`config.mk`:
```
export PLATFORM = sky130hd
export DESIGN_NAME = pkt_tstamp_bank
export DESIGN_NICKNAME = d
export VERILOG_FILES = /design/src/rtl/pts_pkg.sv /design/src/rtl/pts_ctrl.sv /design/src/rtl/pts_tx_slot.sv /design/src/rtl/pts_rx_pool.sv /design/src/rtl/pkt_tstamp_bank.sv
export SDC_FILE = /design/constraint.sdc
export NUM_CORES = 1
export LEC_CHECK = 0
export ABC_AREA = 1
export ABC_CLOCK_PERIOD_IN_PS = 2000
export BUFFER_PORTS_ARGS = -buffer_cell sky130_fd_sc_hd__buf_2
export CAP_MARGIN = 20
export CORE_MARGIN = 2
export CORE_UTILIZATION = 50
export DETAILED_ROUTE_END_ITERATION = 8
export PLACE_DENSITY = 0.82
export SYNTH_ARGS = -nofsm -noshare
export SYNTH_HDL_FRONTEND = slang
export SYNTH_SLANG_ARGS = --single-unit
```
`constraint.sdc`:
```
create_clock -name clk -period 2 [get_ports clk]
set_input_delay 0.1 -clock clk [delete_from_list [all_inputs] [get_ports clk]]
set_output_delay 0.1 -clock clk [all_outputs]
set_load 0.02 [all_outputs]
```
`src/rtl/pts_pkg.sv`:
```
package pts_pkg;
  localparam int A_CTRL0  = 0;
  localparam int A_CTRL1  = 1;
  localparam int A_STAT   = 2;
  localparam int A_TXLO   = 4;
  localparam int A_TXHI   = 5;
  localparam int A_RXBASE = 8;

  localparam int C1_EN_BIT  = 31;
  localparam int C1_UDP_BIT = 4;
  localparam int C1_MSG_LSB = 8;
  localparam int STAT_TX_BIT = 8;

  typedef struct packed {
    logic       en;
    logic [1:0] ver;
    logic       udp_en;
    logic [3:0] msg;
  } rx_filt_t;

  function automatic logic filt_pass(rx_filt_t f, logic [1:0] ver, logic udp,
                                     logic [3:0] msg);
    logic ok;
    ok = 1'b0;
    if (f.en && (msg == f.msg)) begin
      case (f.ver)
        2'd1: ok = (ver == 2'd1) && udp && f.udp_en;
        2'd2: ok = (ver == 2'd2) && (!udp || f.udp_en);
        default: ok = 1'b0;
      endcase
    end
    return ok;
  endfunction
endpackage

```
`src/rtl/pts_ctrl.sv`:
```
module pts_ctrl
  import pts_pkg::*;
#(
  parameter int ADDR_W = 5,
  parameter int WORD_W = 32
) (
  input  logic              clk,
  input  logic              rst_n,
  input  logic              wr,
  input  logic [ADDR_W-1:0] addr,
  input  logic [WORD_W-1:0] wdata,
  output logic [WORD_W-1:0] ctrl0,
  output logic [WORD_W-1:0] ctrl1,
  output logic              irq_en,
  output rx_filt_t          filt
);
  always_ff @(posedge clk) begin
    if (!rst_n) begin
      ctrl0 <= '0;
      ctrl1 <= '0;
    end else if (wr) begin
      if (addr == ADDR_W'(A_CTRL0)) ctrl0 <= wdata;
      if (addr == ADDR_W'(A_CTRL1)) ctrl1 <= wdata;
    end
  end

  assign irq_en      = ctrl0[0];
  assign filt.en     = ctrl1[C1_EN_BIT];
  assign filt.ver    = ctrl1[1:0];
  assign filt.udp_en = ctrl1[C1_UDP_BIT];
  assign filt.msg    = ctrl1[C1_MSG_LSB +: 4];
endmodule

```
`src/rtl/pts_tx_slot.sv`:
```
module pts_tx_slot #(
  parameter int TS_W = 64
) (
  input  logic            clk,
  input  logic            rst_n,
  input  logic            cap_req,
  input  logic            rel,
  input  logic [TS_W-1:0] now,
  output logic            locked,
  output logic            cap_evt,
  output logic [TS_W-1:0] stamp
);
  assign cap_evt = cap_req && !locked;

  always_ff @(posedge clk) begin
    if (!rst_n) begin
      locked <= 1'b0;
      stamp  <= '0;
    end else begin
      if (cap_evt) begin
        locked <= 1'b1;
        stamp  <= now;
      end else if (rel) begin
        locked <= 1'b0;
      end
    end
  end
endmodule

```
`src/rtl/pts_rx_pool.sv`:
```
module pts_rx_pool #(
  parameter int NUM_RX = 4,
  parameter int TS_W   = 64,
  localparam int IDX_W = $clog2(NUM_RX)
) (
  input  logic                        clk,
  input  logic                        rst_n,
  input  logic                        sof,
  input  logic                        pass,
  input  logic [NUM_RX-1:0]           rel_mask,
  input  logic [TS_W-1:0]             now,
  output logic [NUM_RX-1:0]           valid,
  output logic [NUM_RX-1:0]           set_mask,
  output logic [NUM_RX-1:0][TS_W-1:0] stamps,
  output logic                        rep_done,
  output logic                        rep_vld,
  output logic [IDX_W-1:0]            rep_idx
);
  function automatic logic [IDX_W-1:0] first_free(logic [NUM_RX-1:0] f);
    logic [IDX_W-1:0] r;
    r = '0;
    for (int i = NUM_RX - 1; i >= 0; i--)
      if (f[i]) r = IDX_W'(i);
    return r;
  endfunction

  logic [NUM_RX-1:0] free_mask;
  logic              cap_ok;
  logic [IDX_W-1:0]  pick;

  assign free_mask = ~valid;
  assign cap_ok    = sof && pass && (|free_mask);
  assign pick      = first_free(free_mask);
  assign set_mask  = cap_ok ? (NUM_RX'(1) << pick) : '0;

  always_ff @(posedge clk) begin
    if (!rst_n) begin
      valid    <= '0;
      rep_done <= 1'b0;
      rep_vld  <= 1'b0;
      rep_idx  <= '0;
    end else begin
      valid    <= (valid & ~rel_mask) | set_mask;
      rep_done <= sof;
      rep_vld  <= cap_ok;
      rep_idx  <= cap_ok ? pick : '0;
    end
  end

  for (genvar g = 0; g < NUM_RX; g++) begin : g_slot
    always_ff @(posedge clk) begin
      if (!rst_n)           stamps[g] <= '0;
      else if (set_mask[g]) stamps[g] <= now;
    end
  end
endmodule

```
`src/rtl/pkt_tstamp_bank.sv`:
```
module pkt_tstamp_bank
  import pts_pkg::*;
#(
  parameter int NUM_RX = 4,
  parameter int TS_W   = 64,
  parameter int ADDR_W = 5,
  parameter int WORD_W = 32,
  localparam int IDX_W = $clog2(NUM_RX)
) (
  input  logic              clk,
  input  logic              rst_n,
  input  logic [TS_W-1:0]   now_ns,
  input  logic              tx_sof,
  input  logic              tx_is_event,
  input  logic              rx_sof,
  input  logic [1:0]        rx_ver,
  input  logic              rx_udp,
  input  logic [3:0]        rx_msg,
  output logic              rx_done,
  output logic              rx_stamped,
  output logic [IDX_W-1:0]  rx_slot,
  output logic              tx_irq,
  input  logic              reg_wr,
  input  logic              reg_rd,
  input  logic [ADDR_W-1:0] reg_addr,
  input  logic [WORD_W-1:0] reg_wdata,
  output logic [WORD_W-1:0] reg_rdata
);
  logic [WORD_W-1:0] ctrl0, ctrl1, stat_word;
  logic              irq_en;
  rx_filt_t          filt;
  logic              rx_pass;
  logic [NUM_RX-1:0] rx_valid, rx_set_mask, rx_rel_mask;
  logic [NUM_RX-1:0][TS_W-1:0] rx_stamps;
  logic              tx_locked, tx_cap_evt, tx_rel, tx_req;
  logic [TS_W-1:0]   tx_stamp;
  logic              stat_rd;
  logic              tx_irq_q;

  pts_ctrl #(.ADDR_W(ADDR_W), .WORD_W(WORD_W)) u_ctrl (
    .clk(clk), .rst_n(rst_n), .wr(reg_wr), .addr(reg_addr), .wdata(reg_wdata),
    .ctrl0(ctrl0), .ctrl1(ctrl1), .irq_en(irq_en), .filt(filt)
  );

  assign rx_pass = filt_pass(filt, rx_ver, rx_udp, rx_msg);

  for (genvar g = 0; g < NUM_RX; g++) begin : g_rel
    assign rx_rel_mask[g] = reg_rd && (reg_addr == ADDR_W'(A_RXBASE + 2 * g + 1));
  end

  pts_rx_pool #(.NUM_RX(NUM_RX), .TS_W(TS_W)) u_pool (
    .clk(clk), .rst_n(rst_n), .sof(rx_sof), .pass(rx_pass),
    .rel_mask(rx_rel_mask), .now(now_ns), .valid(rx_valid),
    .set_mask(rx_set_mask), .stamps(rx_stamps), .rep_done(rx_done),
    .rep_vld(rx_stamped), .rep_idx(rx_slot)
  );

  assign tx_req = tx_sof && tx_is_event && filt.en;
  assign tx_rel = reg_rd && (reg_addr == ADDR_W'(A_TXHI));

  pts_tx_slot #(.TS_W(TS_W)) u_tx (
    .clk(clk), .rst_n(rst_n), .cap_req(tx_req), .rel(tx_rel), .now(now_ns),
    .locked(tx_locked), .cap_evt(tx_cap_evt), .stamp(tx_stamp)
  );

  always_ff @(posedge clk) begin
    if (!rst_n) tx_irq_q <= 1'b0;
    else        tx_irq_q <= tx_cap_evt && irq_en;
  end
  assign tx_irq = tx_irq_q;

  assign stat_rd = reg_rd && (reg_addr == ADDR_W'(A_STAT));

  always_comb begin
    stat_word = '0;
    stat_word[NUM_RX-1:0]  = rx_valid;
    stat_word[STAT_TX_BIT] = tx_locked;
  end

  always_comb begin
    reg_rdata = '0;
    case (reg_addr)
      ADDR_W'(A_CTRL0): reg_rdata = ctrl0;
      ADDR_W'(A_CTRL1): reg_rdata = ctrl1;
      ADDR_W'(A_STAT):  reg_rdata = stat_word;
      ADDR_W'(A_TXLO):  reg_rdata = WORD_W'(tx_stamp);
      ADDR_W'(A_TXHI):  reg_rdata = WORD_W'(tx_stamp >> WORD_W);
      default:          reg_rdata = '0;
    endcase
    for (int i = 0; i < NUM_RX; i++) begin
      if (reg_addr == ADDR_W'(A_RXBASE + 2 * i))
        reg_rdata = WORD_W'(rx_stamps[i]);
      if (reg_addr == ADDR_W'(A_RXBASE + 2 * i + 1))
        reg_rdata = WORD_W'(rx_stamps[i] >> WORD_W);
    end
  end
endmodule

```
# After elaboration in Yosys (flattened, before gate mapping)
# Cells that the tools add are included.
[word_totals] regBits=394 elab_cells=77
[op_classes] eq_ne=17 n_shift=1 reduce_logical=24 mux=18 n_bitwise=4
[op_table] op="two-way mux 32 bit" n=8
[op_table] op="one-hot mux 32 bit (5 select lines)" n=1
[op_table] op="equality test 5 x 4 -> 1 bit (second input constant)" n=8
[op_table] op="logical AND 1 bit" n=15
[op_table] op="equality test 5 x 3 -> 1 bit (second input constant)" n=2
[op_table] op="two-way mux 2 bit" n=4
[op_table] op="NOT 4 bit" n=2
[op_table] op="AND reduction 2 bit" n=3
[op_table] op="equality test 5 x 1 -> 1 bit (second input constant)" n=1
[op_table] op="equality test 5 x 2 -> 1 bit (second input constant)" n=1
[op_table] op="logical NOT 5 bit" n=1
[op_table] op="bitwise AND 4 bit" n=1
[op_table] op="equality test 2 x 1 -> 1 bit (second input constant)" n=2
[op_table] op="equality test 2 bit (second input constant)" n=2
[op_table] op="equality test 4 bit" n=1
[op_table] op="two-way mux 4 bit" n=1
[op_table] op="OR 4 bit" n=1
[op_table] op="OR reduction 4 bit" n=1
[op_table] op="<< shifter 1 x 2 -> 4 bit (first input constant)" n=1
[op_table] op="two-way mux 1 bit" n=3
[op_table] op="logical NOT 1 bit" n=2
[op_table] op="one-hot mux 1 bit (2 select lines)" n=1
[op_table] op="nonzero test 2 bit" n=1
[op_table] op="logical OR 1 bit" n=1

# Logic depth before layout (Yosys ltp)
# Gate-level depths: netlist of run 1.
[depth] word_depth=10 depth_mapped=13 depth_no_buf=11

# Hierarchy
# From an unflattened synthesis of run 1, not the netlist that was laid out.
[unflattened] cells_unflattened=2963 area_unflattened_um2=19223.4
[modules_own_cells] mod="pts_rx_pool" instances=1 area_each_um2=9764.4 cells_each=1238 seq_area_each_um2=5285.1
[modules_own_cells] mod="pkt_tstamp_bank" instances=1 area_each_um2=3654.8 cells_each=812 seq_area_each_um2=20.0
[modules_own_cells] mod="pts_ctrl" instances=1 area_each_um2=3044.2 cells_each=493 seq_area_each_um2=1281.2
[modules_own_cells] mod="pts_tx_slot" instances=1 area_each_um2=2760.1 cells_each=420 seq_area_each_um2=1301.2

# Worst setup path after synthesis of run 1
# OpenSTA, ideal clock, no wires.
[synth_timing] kind="register -> register" from="register u_ctrl.ctrl1[0]" to="register u_pool.stamps[195] (netlist bit)" path_slack_ns=0.138 arrival_ns=1.750 path_buffers=1 required_ns=1.888 stages_incl_launch_ff=10 cell_sequence="dfxtp_1 inv_1 ha_1 nor4_1 nand2_1 nor2_1 nand4_1 clkbuf_1 nor2_1 nor2_1"
[synth_between] elab_chain_cells=6
[synth_rtl] element="start, declared" line="pts_ctrl.sv:13" source="output logic [WORD_W-1:0] ctrl1,"
[synth_rtl] element="start signal, assigned" line="pts_ctrl.sv:23" source="if (addr == ADDR_W'(A_CTRL1)) ctrl1 <= wdata;"
[synth_rtl] element="equality test 2 bit or equality test 2 x 1 -> 1 bit (tied branches)" line="pts_pkg.sv:26" source="case (f.ver)"
[synth_rtl] element="one-hot mux 1 bit (2 select lines) (*)" line="pts_pkg.sv:26"
[synth_rtl] element="two-way mux 1 bit (*)" line="pts_pkg.sv:25" source="if (f.en && (msg == f.msg)) begin"
[synth_rtl] element="logical AND 1 bit (*) (2 in a row)" line="pts_rx_pool.sv:32" source="assign cap_ok = sof && pass && (|free_mask);"
[synth_rtl] element="two-way mux 4 bit (*)" line="pts_rx_pool.sv:34" source="assign set_mask = cap_ok ? (NUM_RX'(1) << pick) : '0;"
[synth_rtl] element="end signal, assigned by index" line="pts_rx_pool.sv:53" source="else if (set_mask[g]) stamps[g] <= now;"
[synth_rtl] element="end, declared" line="pts_rx_pool.sv:14" source="output logic [NUM_RX-1:0][TS_W-1:0] stamps,"
# Every way passes the cells marked *; elsewhere a longest branch is shown, timed or not.
# A chain may end at the register's enable or synchronous reset.

# Final worst setup path of run 1
[layout_timing] from="register u_ctrl.ctrl1[0]" to="register u_pool.stamps[113] (netlist bit)"
# Same word-level chain as after synthesis.

==> results.txt, run 1 <==
critical path arrival = 2.50 ns
htree depth = 2
final hold violation count = 0
crit path capture type = flop
post-synth cell types = 33
final setup margin = -0.0921 ns
largest net degree at the start of global routing = 94
Clock Path Buffers = 3
Syn Area/Cell = 6.71 µm²
vias per inst = 5.70
failing checks = setup timing
fmax = 0.478 GHz
CP Data Required Time = 2.41 ns
Finished Core Util = 64.1%
Crit Path Category = reg2reg
Max Cap Viol = 0
reg2reg setup slack = -0.09 ns
first-pass GRT wire length = 86.8 mm
register area share after synthesis = 45.3%
worst reg2reg endpoint = u_pool.stamps[113]
Post-DP HPWL = 34.2 mm
CTS sink cnt = 394
initial antenna violation count = 3
hold endpoint = u_ctrl.ctrl0[18]
DRC marker count from the first detailed-route iteration = 2509
WHS Path Cells = 3
Boundary Pins = 152
Core Rows = 68
area grow syn2layout = 26.7%
# nets final = 2931
Final Cycle Share = 105%
HP Start = rst_n
routability congestion estimate = 0.895
fillers = 2741
Mapped Area = 17400 µm²
reg2reg path depth = 11
vias in the first global route = 17210
LEAKAGE = 9.00 nW
highest-count cells in the layout ignoring fill and taps = nor2_1 (561), nand2_1 (444), dfxtp_1 (388)
Mapped Cells = 2594
root buffer cell = clkbuf_16
most common cell after layout, fill and taps aside = nor2_1
First-pass DRT Iterations = 6
width of the die = 191 µm
# setup viols final = 36
clk_lat worst skew = 0.56 ns
Setup crit start kind = flop
Total Routed Length = 61.4 mm
Wirelength per Cell = 18.6 µm
DIE AREA = 36300 µm²
HP Class = in2reg
Synth Register Bits = 394
DRC viols = 0
layout cell share with drive strength beyond 1 = 14.4%
total grt overflow = 0
Post-Place Setup Slack = -0.0134 ns
status = complete, but fails checks
Final ANT Viol Nets = 0
Final Slew Violations = 0
Ys Warns = 0
Die Y = 191 µm
Reg clk slew, reported paths = 0.06 ns
reg-to-reg startpoint = u_ctrl.ctrl1[0]
pwr dens = 775 nW/µm²
clk_skew = 0.0216 ns
crit path time final = 2.09 ns
core footprint = 34400 µm²
CTS tree = yes
net count after synthesis = 2711
cts bufs inserted = 42
Initial Utilization = 50.6%
Crit Path Max Fanout = 17
detailed-route via count = 18842
IO Port Bufs = 151
Slew @ Worst Pin = 0.516 ns
setup repair after global routing missed its margin = yes
Max IR drop VDD = 0.806 mV
relative slew slack = 65.6%
GRT Resource Usage Total = 29.7%
## state kept, by name, indices dropped and copies added (netlist names), 2 cells and up
register / cells
u_ctrl.ctrl0: 32
u_ctrl.ctrl1: 32
u_pool.rep_idx: 2
u_pool.stamps: 256
u_pool.valid: 4
u_tx.stamp: 64
## cell families (layout without fill, tap and decap cells)
logic type	after synthesis	after routing	synth area share (%)
simple gates	1201	1201	28.4
compound gates	576	576	16.6
buf+inv	420	673	9.49
flops	394	394	45.3
fa+ha+maj	2	2	0.144
xor+xnor	1	1	0.0504
other cells	0	4	0
## cell usage after synthesis
cell type | count | share of area [%]
nand3_2 | 2 | 0.12
o21ai_0 | 292 | 8.4
nand3_1 | 40 | 1.2
o221ai_1 | 1 | 0.050
a21oi_1 | 196 | 5.6
inv_1 | 237 | 5.1
or2_2 | 8 | 0.29
buf_1 | 8 | 0.17
nor3b_1 | 1 | 0.043
o21ai_1 | 85 | 2.4
nor3_2 | 1 | 0.058
dfxtp_1 | 394 | 45
buf_2 | 56 | 1.6
inv_2 | 10 | 0.22
nand2_1 | 449 | 9.7
nor4_1 | 1 | 0.036
clkbuf_1 | 108 | 2.3
or2_0 | 14 | 0.50
a31oi_1 | 1 | 0.036
xor2_1 | 1 | 0.050
nor2_4 | 4 | 0.26
nand2_2 | 1 | 0.036
nand4_1 | 89 | 3.2
nor2_1 | 578 | 12
nand3b_1 | 1 | 0.043
and3_1 | 1 | 0.036
buf_4 | 1 | 0.043
ha_1 | 2 | 0.14
nor3_1 | 3 | 0.086
o211ai_1 | 1 | 0.043
nor2_2 | 6 | 0.22
nor3_4 | 1 | 0.094
or2_1 | 1 | 0.036
## final cells by class
class | count | area [µm²] | share of cell area, %
multi-input combinational | 1780 | 8090 | 36.7
sequential | 394 | 7900 | 35.8
tap | 455 | 569 | 2.58
antenna | 4 | 10.0 | 0.0454
clock buffer | 63 | 1240 | 5.63
clock inverter | 14 | 184 | 0.834
timing repair buffer | 349 | 3120 | 14.2
inverter | 247 | 937 | 4.25
## what timing repair did
| item | in CTS | in global routing |
|---|---|---|
| pin swaps | 1 | 13 |
| endpoints found under the hold margin | 388 | 0 |
| setup endpoints to repair | 19 | 270 |
| setup buffers | 0 | 11 |
| hold buffers | 98 | 0 |
| gates cloned | 0 | 17 |
| gates resized for setup | 5 | 110 |
## where the power goes
part / switching [W] / leakage, nW / internal, W / total [W]
combinational: 0.000683 / 5.13 / 0.000413 / 0.00110
sequential: 0.0000108 / 3.18 / 0.00787 / 0.00788
clock: 0.00330 / 0.689 / 0.00481 / 0.00811
total: 0.00399 / 9.00 / 0.0131 / 0.0171
## metrics by stage
step                      std cells  instance area (µm²)  setup TNS, ns  hold WS (ns)  total power, W
after CTS                      3274                21300      -0.000401        0.0946          0.0170
after floorplan                2594                17400              0         0.193         0.00849
final                          3306                22000         -0.750        0.0887          0.0171
after global routing           3305                22000         -14.50         0.139          0.0175
after global placement         3099                18900              0         0.314         0.00891
after detailed placement       3099                18900        -0.0329         0.306         0.00893
## metal layers
metal | global-route usage (%) | vias to the layer above | share of wire (%)
met5 | 0 | - | 0
met4 | 20.0 | 0 | 7.5
met3 | 4.14 | 308 | 10
met2 | 50.5 | 1193 | 46
met1 | 34.9 | 8628 | 36
li1 | - | 8713 | -
## how the worst max path moves through the flow
stage                     from            endpoint  cells after the start
2_1_floorplan  u_ctrl.ctrl1[0]  u_pool.stamps[195]                      9
3_3_place_gp   u_ctrl.ctrl1[0]  u_pool.stamps[129]                     11
3_5_place_dp   u_ctrl.ctrl1[0]  u_pool.stamps[131]                     11
4_1_cts        u_ctrl.ctrl1[0]        reg_rdata[0]                     10
5_1_grt        u_ctrl.ctrl1[0]  u_pool.stamps[113]                     11
6_report       u_ctrl.ctrl1[0]  u_pool.stamps[113]                     11
## critical path: stages (launching register included)
cell and delay [ns]:
dfxtp_2 0.34, buf_4 0.12, ha_1 0.13, nand2_1 0.08
nand2_2 0.09, o221ai_2 0.10, nor2_2 0.17, buf_4 0.14
nand3_4 0.13, buf_16 0.20, o21ai_0 0.34, a21oi_1 0.09
Note: power is estimated with default switching activity, not from simulation.
==> run 2: changes to the inputs <==
--- a/config.mk
+++ b/config.mk
@@ -13,5 +13,5 @@
 export CORE_UTILIZATION = 50
 export DETAILED_ROUTE_END_ITERATION = 8
-export PLACE_DENSITY = 0.82
+export PLACE_DENSITY = 0.8
 export SYNTH_ARGS = -nofsm -noshare
 export SYNTH_HDL_FRONTEND = slang
==> constraint.sdc (replaced) <==
create_clock -name clk -period 2 [get_ports clk]
set_input_delay 0.1 -clock clk [delete_from_list [all_inputs] [get_ports clk]]
set_output_delay 0.1 -clock clk [all_outputs]
set_load 0.1 [all_outputs]
==> run 2 against run 1 <==
Clock skew fell by 0.0089 ns. Critical path depth is 1 higher. The run still ends with setup timing left. Total power increased by 0.84%. Highest routed layer unchanged. Largest cell class unchanged. Fmax about the same. Cell count shrank 0.15%. Core utilization rose by 2.2 points. Clock power shrank 1%. Via count is 1.8% lower. Global-route usage increased by 0.20 points. Register-to-register slack hardly changed. Non-clock buffer count fell by 1. Design area rose by 3.4%.
==> results.txt, run 2 (synthesized netlist as in run 1, its figures left out) <==
Internal Power = 0.0132 W (+0.97%)
Comb power frac = 7.8% (+1.4 points)
Slew @ Worst Pin = 0.492 ns (-0.0234 ns)
CP Cell Sequence = inv_2, ha_4, a21oi_2, o211ai_1, nor2_2, buf_6, nand4_1, buf_12, clkbuf_16, nand2_2, nand2_1, nor2_1
GRT Resource Usage Total = 29.9% (+0.20 points)
DRC viols = 0 (unchanged)
failing checks = setup timing
Total Routed Length = 60.6 mm (-1.4%)
crit path capture type = flop
width of the die = 191 µm (unchanged)
vias in the first global route = 17397 (+1.1%)
slowest stage cell, crit path = dfxtp_2
First-pass DRT Iterations = 6 (unchanged)
DRC marker count from the first detailed-route iteration = 2159 (-14%)
Top reg by flops = u_pool.stamps
crit path time final = 2.09 ns (-0.00130 ns)
Reg clk slew, reported paths = 0.06 ns (about the same)
Clock Path Buffers = 3 (unchanged)
core footprint = 34400 µm² (unchanged)
detailed-route via count = 18507 (-1.8%)
routability congestion estimate = 0.888 (-0.82%)
Crit Path Max Fanout = 9 (-8)
max reg flops = 256 (unchanged)
Core Rows = 68 (unchanged)
total grt overflow = 0 (unchanged)
status = complete, but fails checks
vias per inst = 5.61 (-1.6%)
final hold violation count = 0 (unchanged)
CTS sink cnt = 394 (unchanged)
Post-DP Area = 19400 µm² (+2.6%)
Die Y = 191 µm (unchanged)
critical path arrival = 2.55 ns (+0.05 ns)
area grow syn2layout = 31.0%
# setup viols final = 61 (+69%)
setup repair after global routing missed its margin = yes
# nets final = 2929 (-0.068%)
CTS tree = yes
most common cell after layout, fill and taps aside = nor2_1
clk_lat worst skew = 0.54 ns (-0.02 ns)
highest-count cells in the layout ignoring fill and taps = nor2_1 (568), nand2_1 (401), dfxtp_1 (386)
Post-DP HPWL = 34.6 mm (+1.1%)
final setup margin = -0.0908 ns (+0.00130 ns)
Wirelength per Cell = 18.4 µm (-1.3%)
design area = 22800 µm² (+3.4%)
fmax = 0.478 GHz (about the same)
Max IR drop VDD = 0.620 mV (-23%)
pwr dens = 756 nW/µm² (-2.5%)
relative slew slack = 67.2% (+1.6 points)
CP max stage delay = 0.34 ns (about the same)
largest net degree at the start of global routing = 113 (+20%)
htree depth = 2 (unchanged)
IO Port Bufs = 151 (unchanged)
Final Cycle Share = 105% (about the same)
Boundary Pins = 152 (unchanged)
root buffer cell = clkbuf_16
layout cell share with drive strength beyond 1 = 16.0% (+1.5 points)
Sw Share = 23.3% (-0.097 points)
Reg power frac = 45.7% (-0.4 points)
Crit Path Category = reg2reg
Net Switching = 0.00401 W (+0.43%)
Final ANT Viol Nets = 0 (unchanged)
initial antenna violation count = 2 (-1)
fillers = 2662 (-2.9%)
CP Data Required Time = 2.46 ns (+0.05 ns)
DIE AREA = 36300 µm² (unchanged)
Final Slew Violations = 0 (unchanged)
cts bufs inserted = 41 (-2.4%)
Initial Utilization = 50.6% (unchanged)
Max Cap Viol = 0 (unchanged)
reg2reg setup slack = -0.09 ns (about the same)
Post-Place Setup Slack = -0.0578 ns (-0.0444 ns)
Setup crit start kind = flop
first-pass GRT wire length = 87.5 mm (+0.80%)
clk_skew = 0.0127 ns (-0.00889 ns)
Largest regs = u_pool.stamps: 256 flops, u_tx.stamp: 64 flops
HP Class = in2reg
LEAKAGE = 9.25 nW (+2.8%)
Clock Power Share = 46.5% (-1.0 points)
[run 2: cell count changes in the layout (fill, tap and decap cells not counted), sizes merged]
| cell | before | now |
|---|---|---|
| diode | 4 | 3 |
| buf | 240 | 238 |
| bufinv | 4 | 5 |
| clkinvlp | 4 | 0 |
| clkbuf | 74 | 75 |
[run 2: final timing paths]
| kind | startpoint | cells past startpoint | endpoint |
|---|---|---|---|
| max reg2reg | u_ctrl.ctrl1[0] | 12 | u_pool.stamps[254] |
| min reg2reg | u_pool.stamps[106] | 2 | u_pool.stamps[106] |
| max | u_ctrl.ctrl1[0] | 12 | u_pool.stamps[254] |
| min | rst_n | 3 | u_pool.rep_done |
[run 2: area by class of cell]
class	count	area (µm²)	share of cell area, %
Clock buffer	63	1220	5.36
Sequential cell	394	7900	34.7
Inverter	247	932	4.09
Multi-Input combinational cell	1780	8300	36.4
Antenna cell	3	7.51	0.0329
Tap cell	455	569	2.50
Timing Repair Buffer	348	3680	16.1
Clock inverter	11	188	0.823
[run 2: power groups by stage]
stage	clock, W	sequential (W)	combinational (W)
6_report	0.00801	0.00788	0.00135
5_1_grt	0.00835	0.00788	0.00143
2_1_floorplan	0	0.00806	0.000572
3_3_place_gp	0	0.00805	0.00109
4_1_cts	0.00801	0.00788	0.00127
3_5_place_dp	0	0.00806	0.00110
[run 2: through the flow]
step                      total power (W)  hold slack (ns)  std cells  setup TNS (ns)  util, %
after floorplan                   0.00863            0.193       2594               0        -
after global placement            0.00914            0.302       3095          -0.107     56.5
after detailed placement          0.00916            0.309       3095         -0.0688     56.5
after CTS                          0.0172           0.0391       3269          -0.118     63.8
after global routing               0.0177           0.0732       3299           -9.61     66.3
final                              0.0172           0.0461       3301           -2.32     66.3
[run 2: timing repair]
| item | CTS | global route |
|---|---|---|
| buffers inserted | 2 | 16 |
| gates resized for setup | 25 | 134 |
| cloned | 1 | 14 |
| endpoints found under the hold margin | 378 | 0 |
| setup endpoints to repair | 33 | 272 |
| hold buffers | 98 | 0 |
| pin swaps | 12 | 71 |
[run 2: routing by layer]
metal / GRT usage [%] / up-vias / share of wire [%]
li1: - / 8706 / -
met1: 34.4 / 8509 / 37
met2: 53.5 / 1034 / 48
met3: 4.38 / 258 / 9.2
met4: 16.1 / 0 / 6.3
met5: 0 / - / 0
[run 2: critical path, delay by kind of cell, from the launching register on]
| kind | cells | cell delay, ns |
|---|---|---|
| compound gates | 2 | 0.24 |
| fa+ha+maj | 1 | 0.23 |
| buf+inv | 4 | 0.61 |
| flops | 1 | 0.34 |
| simple gates | 5 | 0.58 |
